--- src/rtl/lgs_pkg.sv ---
package lgs_pkg;
  localparam int REG_W   = 16;
  localparam int NUM_CH  = 5;
  localparam int NUM_IN  = 2;
  localparam int NUM_STK = 4;
  localparam int FLD_W   = 3;

  // sticky flag index within the flag vector
  localparam int STK_GPI  = 0;
  localparam int STK_RES0 = 1;
  localparam int STK_RES1 = 2;
  localparam int STK_TMO  = 3;

  // bit positions in the status word
  localparam int B_TMO     = 15;
  localparam int B_FLD_HI  = 14;
  localparam int B_FLD_LO  = 12;
  localparam int B_RES1    = 11;
  localparam int B_RES0    = 10;
  localparam int B_RDY_HI  = 9;
  localparam int B_RDY_LO  = 8;
  localparam int B_GPI     = 0;

  // channel index to summary bit position
  function automatic int chan_bit(input int k);
    case (k)
      0:       return 7;
      1:       return 6;
      2:       return 5;
      3:       return 2;
      default: return 1;
    endcase
  endfunction
endpackage

--- src/rtl/lgs_rst_sync.sv ---
module lgs_rst_sync #(
  parameter int STAGES = 2
) (
  input  logic clk,
  input  logic arst_n,
  output logic srst_n
);
  logic [STAGES-1:0] sh_q;
  logic [STAGES-1:0] sh_d;

  always_comb begin
    sh_d = {sh_q[STAGES-2:0], 1'b1};
  end

  always_ff @(posedge clk or negedge arst_n) begin
    if (!arst_n) sh_q <= '0;
    else         sh_q <= sh_d;
  end

  assign srst_n = sh_q[STAGES-1];
endmodule

--- src/rtl/lgs_w1c_flags.sv ---
module lgs_w1c_flags #(
  parameter int N = 4
) (
  input  logic         clk,
  input  logic         rst_n,
  input  logic [N-1:0] set_i,
  input  logic [N-1:0] clr_i,
  output logic [N-1:0] flag_o
);
  logic [N-1:0] flag_q;
  logic [N-1:0] flag_d;
  logic [N-1:0] upd;

  // set has priority over clear so an event is never lost
  always_comb begin
    upd    = set_i | clr_i;
    flag_d = set_i | (flag_q & ~clr_i);
  end

  for (genvar i = 0; i < N; i++) begin : g_flag
    always_ff @(posedge clk or negedge rst_n) begin
      if (!rst_n)      flag_q[i] <= 1'b0;
      else if (upd[i]) flag_q[i] <= flag_d[i];
    end
  end

  assign flag_o = flag_q;
endmodule

--- src/rtl/lgs_slot_mirror.sv ---
module lgs_slot_mirror #(
  parameter int FW  = 3,
  parameter int NIN = 2
) (
  input  logic           clk,
  input  logic           rst_n,
  input  logic           slot_vld,
  input  logic [FW:0]    slot_bits,
  input  logic [NIN-1:0] rdy_i,
  output logic [FW-1:0]  fld_o,
  output logic [NIN-1:0] rdy_o,
  output logic           gpi_evt_o
);
  logic [FW-1:0]  fld_q, fld_d;
  logic [NIN-1:0] rdy_q, rdy_d;

  always_comb begin
    fld_d = slot_bits[FW:1];
    rdy_d = rdy_i;
  end

  always_ff @(posedge clk or negedge rst_n) begin
    if (!rst_n)        fld_q <= '0;
    else if (slot_vld) fld_q <= fld_d;
  end

  always_ff @(posedge clk or negedge rst_n) begin
    if (!rst_n) rdy_q <= '0;
    else        rdy_q <= rdy_d;
  end

  assign fld_o     = fld_q;
  assign rdy_o     = rdy_q;
  assign gpi_evt_o = slot_vld & slot_bits[0];
endmodule

--- src/rtl/lgs_chan_sum.sv ---
module lgs_chan_sum #(
  parameter int NCH = 5,
  parameter int SW  = 3
) (
  input  logic [NCH*SW-1:0] sts_i,
  output logic [NCH-1:0]    sum_o
);
  for (genvar k = 0; k < NCH; k++) begin : g_ch
    assign sum_o[k] = |sts_i[k*SW +: SW];
  end
endmodule

--- src/rtl/lnk_gsts_reg.sv ---
module lnk_gsts_reg #(
  parameter int CH_STS_W    = 3,
  parameter int SYNC_STAGES = 2
) (
  input  logic                             clk,
  input  logic                             rst_n,
  input  logic                             pwr_rst_n,
  input  logic                             wr_en,
  input  logic [lgs_pkg::REG_W-1:0]        wr_data,
  output logic [lgs_pkg::REG_W-1:0]        rd_data,
  input  logic                             rd_timeout,
  input  logic [lgs_pkg::NUM_IN-1:0]       resume_evt,
  input  logic                             slot_vld,
  input  logic [lgs_pkg::FLD_W:0]          slot_bits,
  input  logic [lgs_pkg::NUM_IN-1:0]       codec_rdy,
  input  logic [lgs_pkg::NUM_CH*CH_STS_W-1:0] chan_sts
);
  import lgs_pkg::*;

  logic rst_core_n;
  logic rst_mir_n;
  logic mir_arst_n;

  logic [NUM_STK-1:0] stk_set, stk_clr, stk_q;
  logic [FLD_W-1:0]   fld;
  logic [NUM_IN-1:0]  rdy;
  logic [NUM_CH-1:0]  sum;
  logic               gpi_evt;
  logic [REG_W-1:0]   rd_d;
  logic               unused_wr_bits;

  assign mir_arst_n = rst_n & pwr_rst_n;

  lgs_rst_sync #(.STAGES(SYNC_STAGES)) u_sync_core (
    .clk(clk), .arst_n(rst_n), .srst_n(rst_core_n)
  );

  lgs_rst_sync #(.STAGES(SYNC_STAGES)) u_sync_mir (
    .clk(clk), .arst_n(mir_arst_n), .srst_n(rst_mir_n)
  );

  always_comb begin
    stk_set           = '0;
    stk_set[STK_TMO]  = rd_timeout;
    stk_set[STK_RES1] = resume_evt[1];
    stk_set[STK_RES0] = resume_evt[0];
    stk_set[STK_GPI]  = gpi_evt;
    stk_clr           = '0;
    stk_clr[STK_TMO]  = wr_en & wr_data[B_TMO];
    stk_clr[STK_RES1] = wr_en & wr_data[B_RES1];
    stk_clr[STK_RES0] = wr_en & wr_data[B_RES0];
    stk_clr[STK_GPI]  = wr_en & wr_data[B_GPI];
  end

  assign unused_wr_bits = &{1'b0, wr_data[14:12], wr_data[9:1]};

  lgs_w1c_flags #(.N(NUM_STK)) u_flags (
    .clk(clk), .rst_n(rst_core_n), .set_i(stk_set), .clr_i(stk_clr), .flag_o(stk_q)
  );

  lgs_slot_mirror #(.FW(FLD_W), .NIN(NUM_IN)) u_mirror (
    .clk(clk), .rst_n(rst_mir_n), .slot_vld(slot_vld), .slot_bits(slot_bits),
    .rdy_i(codec_rdy), .fld_o(fld), .rdy_o(rdy), .gpi_evt_o(gpi_evt)
  );

  lgs_chan_sum #(.NCH(NUM_CH), .SW(CH_STS_W)) u_sum (
    .sts_i(chan_sts), .sum_o(sum)
  );

  always_comb begin
    rd_d                    = '0;
    rd_d[B_TMO]             = stk_q[STK_TMO];
    rd_d[B_FLD_HI:B_FLD_LO] = fld;
    rd_d[B_RES1]            = stk_q[STK_RES1];
    rd_d[B_RES0]            = stk_q[STK_RES0];
    rd_d[B_RDY_HI:B_RDY_LO] = rdy;
    rd_d[B_GPI]             = stk_q[STK_GPI];
    for (int k = 0; k < NUM_CH; k++) begin
      rd_d[chan_bit(k)] = sum[k];
    end
  end

  assign rd_data = rd_d;
endmodule

--- config.mk ---
export PLATFORM = sky130hd
export DESIGN_NAME = lnk_gsts_reg
export DESIGN_NICKNAME = d
export VERILOG_FILES = /design/src/rtl/lgs_pkg.sv /design/src/rtl/lgs_rst_sync.sv /design/src/rtl/lgs_w1c_flags.sv /design/src/rtl/lgs_slot_mirror.sv /design/src/rtl/lgs_chan_sum.sv /design/src/rtl/lnk_gsts_reg.sv
export SDC_FILE = /design/constraint.sdc
export NUM_CORES = 1
export LEC_CHECK = 0
export BUFFER_PORTS_ARGS = -buffer_cell sky130_fd_sc_hd__buf_2
export CORE_MARGIN = 2
export CORE_UTILIZATION = 26
export DETAILED_ROUTE_END_ITERATION = 10
export PLACE_DENSITY_LB_ADDON = 0.25
export SYNTH_ARGS = -nofsm -noshare
export SYNTH_HDL_FRONTEND = slang
export SYNTH_SLANG_ARGS = --single-unit
--- constraint.sdc ---
create_clock -name clk -period 0.8 [get_ports clk]
set_input_delay 0.16 -clock clk [delete_from_list [all_inputs] [get_ports clk]]
set_output_delay 0.16 -clock clk [all_outputs]
set_load 0.01 [all_outputs]
==> run metrics <==
n_diodes=0; gr ovfl total=0; RSZ-0062 raised after global routing=yes; placed cells=105; CP max-delay cell=dfrtp_1; number of global-route vias before repair=405; clock power share=28.0%; Worst EP required=0.64 ns; Reg2Reg Depth=1; Initial DRC Count=2; Setup Viol. Count Final=14; end point of the critical path=rd_data[10]; Crit Path Class=register to output port; failing checks=negative setup slack; crit-path max cell delay=0.38 ns; Startpoint Class=register; Final Hold Vio Count=0; met2 wire len=579 um; Cell variety after synth=9; clk slew on worst S/H paths=0.07 ns; final net count=136; final setup TNS=-1.73 ns; critical path depth in cells=1; register bit total from synthesis=13; r2r startpoint=u_mirror.fld_o[0]; Synth Cell Area=465 sq um; Switching Power=0.298 mW; Core ar.=1710 sq um; Logic pwr share=18.1%; largest net degree at the start of global routing=8; Yosys Warn Count=0; worst hold path class=register to async pin; CTS Buf Count=3; CP Cell Sequence=buf_2; CTS tree=built; post-DP HPWL=939 um; clock period minus worst slack=0.948 ns; r2r setup slk=0.02 ns; H-tree depth=1; Final Max Tran Viols=0; Max-cap violations=0; Clk Tree Root Cell=clkbuf_4; IO buf count=46; die area=2140 sq um; # rows=15; cell count after synthesis=34; dpl ws=-0.116 ns; per-cell routed wire length=9.71 um; Buf/Inv on CP=1; Fillers=164; Routed Antenna Nets=0; Layout Skew=0.00138 ns; fin cells=115; crit-path leading delay family=flip-flops; Mean Syn Cell Area=13.7 sq um; RR Endpoint=u_mirror.fld_o[0]; power per cell area=1590 nW/um^2; M1 WL=414 um; Max IR drop VDD=649 uV; GRT Total Usage=10.8%; gp weighted congestion=0.721; clock sink count=13; P_leak=0.434 nW; share of cells above drive strength 1=56.7%; final core utilization=49.5%; routed vias=456; status=complete, but fails checks; clock tree buffer depth=2; initial antenna violation count=0; Net Sw Frac=22.1%; Internal Power=1.05 mW; crit-path max FO=2; Top Ports=61; slack of the critical path=-0.148 ns; DRC=0; part of the power in registers=53.9%; Fin Hold WS=0.0608 ns; Crit. End Element=output port; Die Ht=46.3 um; first-pass GRT wire length=1480 um; area delta synth->final=81.5%; initial core utilization=27.3%; sequential cell area fraction in the yosys report=69.9%; Clock Latency Late Sink=0.26 ns; metal3 WL=122 um; Die Width=46.3 um; top layer in use=met3; drt pass-1 iters=3; Crit. Startpoint=u_flags.flag_o[1]; Final Cycle Share=118%; maximum clock rate=1060 MHz; wirelength, routed=1120 um; WP data arrival=0.79 ns; via/cell ratio=3.97
-- cell usage in the layout, fill, tap and decap left out, types with 2 or more instances in the layout --
master,n
a21o_1,3
buf_2,39
conb_1,4
mux2_1,3
dfrtp_1,13
buf_6,7
dlygate4sd3_1,4
nand2_1,4
buf_4,2
or3_1,5
clkbuf_4,3
-- routing by layer --
metal	vias to the layer above	GRT usage (%)
met4	0	8.57
met3	0	4.71
met2	36	16.7
met5	-	0
li1	219	-
met1	201	11.3
-- layout make-up --
type / count / area (sq um) / share of cell area (%)
clock buffers: 4 / 26.3 / 3.11
flip-flops and latches: 13 / 325 / 38.5
repair buffers: 52 / 329 / 39.0
multi-input cells: 21 / 133 / 15.7
well taps: 25 / 31.3 / 3.70
-- sequential cells by signal, summed over array words and instances (netlist names) --
register / cells
u_flags.flag_o: 4
u_mirror.fld_o: 3
u_mirror.rdy_o: 2
u_sync_core.sh_q: 2
u_sync_mir.sh_q: 2
-- stage by stage --
step	instance area, sq um	power [mW]
2_1_floorplan	473	0.814
3_3_place_gp	719	0.934
3_5_place_dp	719	0.942
4_1_cts	825	1.37
5_1_grt	845	1.45
6_report	845	1.35
-- synth_stat cells --
cell type | n | area (sq um)
mux2_1 | 3 | 33.8
and2_1 | 1 | 6.26
nand2_1 | 4 | 15.0
a21o_1 | 3 | 22.5
a22o_1 | 1 | 8.76
conb_1 | 2 | 7.51
dfrtp_1 | 13 | 325
buf_4 | 2 | 15.0
or3_1 | 5 | 31.3
-- power groups by stage --
stage | combinational [mW] | sequential (mW) | clock [mW]
floorplan | 0.0565 | 0.757 | 0
global placement | 0.195 | 0.738 | 0
detailed placement | 0.200 | 0.742 | 0
CTS | 0.234 | 0.728 | 0.412
global route | 0.265 | 0.733 | 0.456
finish | 0.243 | 0.726 | 0.377
-- worst min path at each step --
stage	from	to	slack (ns)	cells after the start
after floorplan	rst_n	u_sync_core.sh_q[0]	-0.14	0
after global placement	rst_n	u_sync_core.sh_q[1]	-0.05	1
after detailed placement	rst_n	u_sync_core.sh_q[1]	-0.04	1
after CTS	rd_timeout	u_flags.flag_o[3]	0.05	2
after global routing	resume_evt[0]	u_flags.flag_o[1]	0.05	2
final	u_sync_core.sh_q[1]	u_flags.flag_o[2]	0.06	0
-- logic make-up (layout without fill, tap and decap cells) --
logic type / count (synthesis) / after routing / synth area share [%]
muxes: 3 / 3 / 7.26
AOI/OAI and AO/OA: 4 / 4 / 6.72
and+or+nand+nor: 10 / 10 / 11.3
buffers and inverters: 2 / 56 / 3.22
other: 2 / 4 / 1.61
DFF: 13 / 13 / 69.9
-- timing repair --
action	in CTS	in global routing
pin swaps	5	2
resized for setup	5	2
hold buffers	4	0
endpoints found under the setup margin	14	14
setup buffers	1	1
endpoints found under the hold margin	6	0
Power figures use the tool's default switching activity.
